## src/rtl/dbg_stall_status.sv

```systemverilog
module dbg_stall_status #(
  parameter int ADDR_W = 8,
  parameter logic [ADDR_W-1:0] REG_ADDR = 8'h18
) (
  input  logic              clk,
  input  logic              rst_n,
  input  logic              bus_wr_i,
  input  logic [ADDR_W-1:0] bus_addr_i,
  input  logic [7:0]        bus_wdata_i,
  output logic [7:0]        bus_rdata_o,
  input  logic              stall_i,
  input  logic              step_hit_i,
  input  logic              bkpt1_hit_i,
  input  logic              bkpt2_hit_i,
  input  logic              access_rd_i,
  output logic              step_en_o
);
  localparam int EN_BIT = 6;

  logic step_en_q, step_f_q, rst_f_q, dir_f_q, bk2_f_q, bk1_f_q, stall_q;
  logic hit, rise, fall, bk_any;

  assign hit    = (bus_addr_i == REG_ADDR);
  assign rise   = stall_i & ~stall_q;
  assign fall   = stall_q & ~stall_i;
  assign bk_any = bkpt1_hit_i | bkpt2_hit_i;

  always_ff @(posedge clk or negedge rst_n) begin
    if (!rst_n) begin
      stall_q   <= 1'b1;
      step_en_q <= 1'b0;
      step_f_q  <= 1'b0;
      rst_f_q   <= 1'b1;
      dir_f_q   <= 1'b0;
      bk2_f_q   <= 1'b0;
      bk1_f_q   <= 1'b0;
    end else begin
      stall_q <= stall_i;
      if (bus_wr_i && hit) step_en_q <= bus_wdata_i[EN_BIT];
      if (fall) begin
        step_f_q <= 1'b0;
        rst_f_q  <= 1'b0;
        bk2_f_q  <= 1'b0;
        bk1_f_q  <= 1'b0;
      end
      if (rise) begin
        if (step_hit_i)  step_f_q <= 1'b1;
        if (bkpt2_hit_i) bk2_f_q  <= 1'b1;
        if (bkpt1_hit_i) bk1_f_q  <= 1'b1;
        if (bk_any)      dir_f_q  <= access_rd_i;
      end
    end
  end

  assign step_en_o   = step_en_q;
  assign bus_rdata_o = hit ? {1'b0, step_en_q, step_f_q, rst_f_q, dir_f_q, bk2_f_q, bk1_f_q, 1'b0}
                           : 8'h00;

  always_comb assert_reserved_zero_R3: assert (bus_rdata_o[7] == 1'b0 && bus_rdata_o[0] == 1'b0);

  assert_flags_hold_R3: assert property (@(posedge clk) disable iff (!rst_n)
    (!rise && !fall) |=> $stable({step_f_q, rst_f_q, bk2_f_q, bk1_f_q}));

  assert_release_clears_R7: assert property (@(posedge clk) disable iff (!rst_n)
    fall |=> ({step_f_q, rst_f_q, bk2_f_q, bk1_f_q} == 4'b0000));

  assert_bk1_capture_R5: assert property (@(posedge clk) disable iff (!rst_n)
    (rise && bkpt1_hit_i) |=> bk1_f_q);

  assert_dir_capture_R6: assert property (@(posedge clk) disable iff (!rst_n)
    (rise && bk_any) |=> (dir_f_q == $past(access_rd_i)));

  assert_dir_hold_R6: assert property (@(posedge clk) disable iff (!rst_n)
    !(rise && bk_any) |=> $stable(dir_f_q));

  assert_step_en_write_R2: assert property (@(posedge clk) disable iff (!rst_n)
    (bus_wr_i && hit) |=> (step_en_o == $past(bus_wdata_i[EN_BIT])));
endmodule

```

## config.mk

```make
export PLATFORM = sky130hd
export DESIGN_NAME = dbg_stall_status
export DESIGN_NICKNAME = d
export VERILOG_FILES = /design/src/rtl/dbg_stall_status.sv
export SDC_FILE = /design/constraint.sdc
export NUM_CORES = 1
export LEC_CHECK = 0
export CAP_MARGIN = 10
export CORE_AREA = 8 8 45 47
export CTS_CLUSTER_SIZE = 28
export DETAILED_ROUTE_END_ITERATION = 8
export DIE_AREA = 0 0 53 55
export DONT_BUFFER_PORTS = 1
export GPL_ROUTABILITY_DRIVEN = 0
export SYNTH_ARGS = -nofsm -noshare
export SYNTH_HDL_FRONTEND = slang
export SYNTH_SLANG_ARGS = --single-unit
export TNS_END_PERCENT = 5
```

## constraint.sdc

```tcl
create_clock -name clk -period 1.25 [get_ports clk]
set_input_delay 0.25 -clock clk [delete_from_list [all_inputs] [get_ports clk]]
set_output_delay 0.25 -clock clk [all_outputs]
set_load 0.05 [all_outputs]
```

# Yosys cells after proc, flatten, opt, wreduce, memory -nomap -nowiden
# Cells that the tools add are included.
[op_classes] add_sub_neg=0 multipliers=0 div=0 magnitude_cmp=0 eq_ne=1 n_shift=0 n_mux=10 n_bitwise=5 reduce_logical=2
[op_table] cell="$mux 1" n=9
[op_table] cell="$eq 8x5->1 const B" n=1
[op_table] cell="$mux 7" n=1
[op_table] cell="$and 1x1->1" n=2
[op_table] cell="$not 1->1" n=2
[op_table] cell="$reduce_and 2->1" n=1
[op_table] cell="$logic_and 1x1->1" n=1
[op_table] cell="$or 1x1->1" n=1
[word_totals] ff_bits=7 latchBits=0 ram_bits=0 romBits=0 in_bits=24 output_inout_bits=9 elab_cells=25 n_memories=0

# Logic depth before layout (Yosys ltp)
# Gate-level depths: netlist of run 1.
[logic_depth] depth_word=5 mapped_depth=3 depth_no_buf=3

# Worst setup path before layout of run 1
# Ideal clock, no wire load.
[synth_timing] kind="input-to-output" from="in bus_addr_i[7]" to="out bus_rdata_o[1]" arrival_time_ps=1181 t_required_ps=1000 path_slack_ps=-181 path_stages=3 path_buffers=0 path_cell_list="nor4b_2 -> and3_2 -> and2_1"
[synth_between] elab_chain_cells=2
[synth_lines] element="start, declared" line_no="8" source="input logic [ADDR_W-1:0] bus_addr_i,"
[synth_lines] element="$eq 8x5->1" line_no="23" source="assign hit = (bus_addr_i == REG_ADDR);"
[synth_lines] element="$mux 7" line_no="56" source="assign bus_rdata_o = hit ? {1'b0, step_en_q, step_f_q, rst_f_q, dir_f_q, bk2_f_q, bk1_f_q, 1'b0}"
[synth_lines] element="end, declared" line_no="10" source="output logic [7:0] bus_rdata_o,"
# No other way between the ends.

# Worst setup path after layout of run 1
[layout_timing] from="in bus_addr_i[2]" to="out bus_rdata_o[4]"
# Same word-level chain as after synthesis.

==> flow_summary_export.csv, run 1 <==
group,metric,value,unit
run_status,outcome,"complete, but fails checks",
run_status,violations,"setup timing",
logic_synthesis,synth_top_cell_area_share,36.23,%
sta,whs,0.1319,ns
cts,clk-insertion-delay-late,0.25,ns
die,initial_utilization,24.95,%
die,rows,14,
placement,placed_cells,48,
final_layout,syn2layout_area_growth,39.86,%
grt,globalRouteOverflowTotal,0,
cts,clockBufferDepth,2,
worst_setup_path,crit_family,"simple AND/OR/NAND/NOR gates",
cts,cts_max_level,1,
cts,cts_buffers,3,
cts,cts_tree,"built",
routing,num_vias,261,
hold_path,worstHoldPathType,"in -> reg",
sta,period_share,104.7,%
logic_synthesis,synth.area.top_cells,"dfrtp_1 36%, dfstp_2 15%, and2_1 13%",
logic_synthesis,yosys.area.top_type,"dfrtp_1",
routing,drtIter0Drc,6,
power_and_ir_drop,power_per_cell_area,1096,nW/um^2
logic_synthesis,synthArstFlopShare,100.0,%
routing,post_drt_wl_per_cell,15.33,um
cts,path_clk_slew,0.05,ns
final_layout,diodes,0,
sta,fin_worst_skew,0.006071,ns
sta,max_freq,764.4,MHz
sta,fin_ws,-0.05817,ns
logic_synthesis,yosys_warnings,0,
worst_setup_path,endpoint_kind,"output port",
worst_setup_path,slowest_stage,"nor4b_4",
logic_synthesis,ys_seq_elements,7,
grt,antenna_found_initial,0,
worst_setup_path,critPathBufInv,1,
worst_setup_path,critPathLaunchType,"input pin",
final_layout,drive_above_1_share,46.15,%
die,core,1384,um^2
routing,wl,843,um
power_and_ir_drop,p_leak,0.2142,nW
logic_synthesis,yosysSeqAreaShare,51.45,%
sta,report.final.hold_viol_count,0,
worst_setup_path,crit_arrival,1.06,ns
placement,io_buffers,0,
grt,grt_first_pass_wirelength,1290,um
die,die_width,53,um
power_and_ir_drop,totalPowerFinal,0.0005291,W
routing,drc,0,
sta,min_period,1.308,ns
logic_synthesis,syn_area,345.3,um^2
worst_setup_path,critPathMaxFanout,6,
cts,clock-sinks,7,
final_layout,fin_nets,64,
die,die_h,55,um
worst_setup_path,max_stage_delay,0.26,ns
sta,finalSetupViolations,6,
logic_synthesis,yosysUniqueCellTypes,15,
routing,detail_route.first_pass.iterations,4,
logic_synthesis,yosysMostFrequentCell,"and2_1",
die,ios,33,
sta,drv_slew,0,
logic_synthesis,ys.flop_type,"dfrtp_1",
grt,grt_max_degree,8,
grt,grt_usage,6.041,%
power_and_ir_drop,ir_worst_vdd,0.5204,mV
logic_synthesis,synth_cells,30,
logic_synthesis,syn_area_per_cell,11.51,um^2
placement,place_hpwl,689.4,um
logic_synthesis,synth_edf_count,0,
routing,viasPerCell,4.745,
grt,grt_pass1_vias,288,
worst_setup_path,required,1.00,ns
worst_setup_path,critPathKind,"in -> out",
cts,clockRootBuffer,"clkbuf_4",
logic_synthesis,ys_top_cells_by_count,"7 x and2_1, 5 x dfrtp_1, 3 x a22o_1",
run,drv_cap,0,
die,dieArea,2915,um^2
routing,antenna_left,0,
sta,rsz0062_at_grt,"true",
worst_setup_path,path_cells,"nor4b_4 > and3_4 > and2_4 > buf_12",
final_layout,final_cells,55,
-- routing by layer --
| metal | wire [um] | vias to the layer above | global-route usage (%) | part of all wire (%) |
|---|---|---|---|---|
| met5 | 0 | - | 0 | 0 |
| met4 | 0 | 0 | 1.293 | 0 |
| met3 | 240 | 0 | 7.487 | 28 |
| met2 | 327 | 26 | 8.398 | 39 |
| met1 | 275 | 118 | 5.547 | 33 |
| li1 | - | 117 | - | - |
-- sequential cells by signal (all words and copies together) (netlist names) --
signal	flops
bk1_f_q	1
bk2_f_q	1
dir_f_q	1
rst_f_q	1
stall_q	1
step_en_o	1
step_f_q	1
-- path summary, 6_finish.rpt --
path,from,to,slack (ns),cells after the start
setup / recovery,bus_addr_i[2],bus_rdata_o[4],-0.06,4
hold / removal,bus_wdata_i[6],step_en_o,0.13,1
setup reg to reg,stall_q,dir_f_q,0.08,3
hold reg to reg,bk2_f_q,bk2_f_q,0.50,1
max in group asynchronous,rst_n,stall_q,0.63,1
min in group asynchronous,rst_n,bk1_f_q,0.33,1
-- power breakdown --
part	switching, W	internal [W]	total, W
Clock	0.0000825	0.000122	0.000204
Combinational	0.0000361	0.0000281	0.0000642
Sequential	0.0000111	0.000250	0.000261
-- final cells by class --
class | instances | area [um^2]
well taps | 16 | 20.02
multi-input cells | 22 | 183.9
clock buffers | 4 | 26.28
flip-flops and latches | 7 | 177.7
repair buffers | 6 | 75.07
fillers | 136 | 900.9
-- cells by family after synthesis --
group | Yosys count | share of synthesized area, %
compound gates | 4 | 9.058
flops | 7 | 51.45
other cells | 1 | 1.086
mux | 2 | 6.521
simple gates | 14 | 27.54
buf+inv | 2 | 4.347
-- metrics by stage --
step | TNS [ns] | cell area (um^2) | utilization, % | worst slack (ns)
final | -0.1908 | 483.0 | 34.90 | -0.05817
after global routing | -0.5732 | 483.0 | 34.90 | -0.1220
after CTS | -0.2264 | 475.5 | 34.36 | -0.06787
after detailed placement | -0.7828 | 409.1 | 29.57 | -0.1367
after global placement | -0.7231 | 409.1 | 29.57 | -0.1265
after floorplan | -0.3130 | 356.6 | - | -0.05216
-- cell usage in the layout, fill, tap and decap left out, types with 2 or more instances in the layout --
master / Yosys / layout
dlygate4sd3_1: 0 / 2
dfstp_2: 2 / 2
nor2b_1: 2 / 2
buf_12: 0 / 2
dfrtp_1: 5 / 5
a22o_1: 3 / 3
and2_4: 0 / 6
buf_4: 2 / 2
clkbuf_4: 0 / 3
conb_1: 1 / 2
-- timing repair --
action / in CTS / in global routing
resized for setup: 8 / 0
endpoints found under the setup margin: 6 / 6
pin swaps: 6 / 3
hold buffers: 2 / 0
hold endpoints to repair: 8 / 0
buffers inserted: 0 / 1
Power figures use the tool's default switching activity.
==> run 2: changes to the inputs <==
- CAP_MARGIN: 10 -> 25
- CTS_CLUSTER_DIAMETER: default -> 80
==> results of run 2 <==
The final DEF is identical to that of run 1; final timing and power are the same.
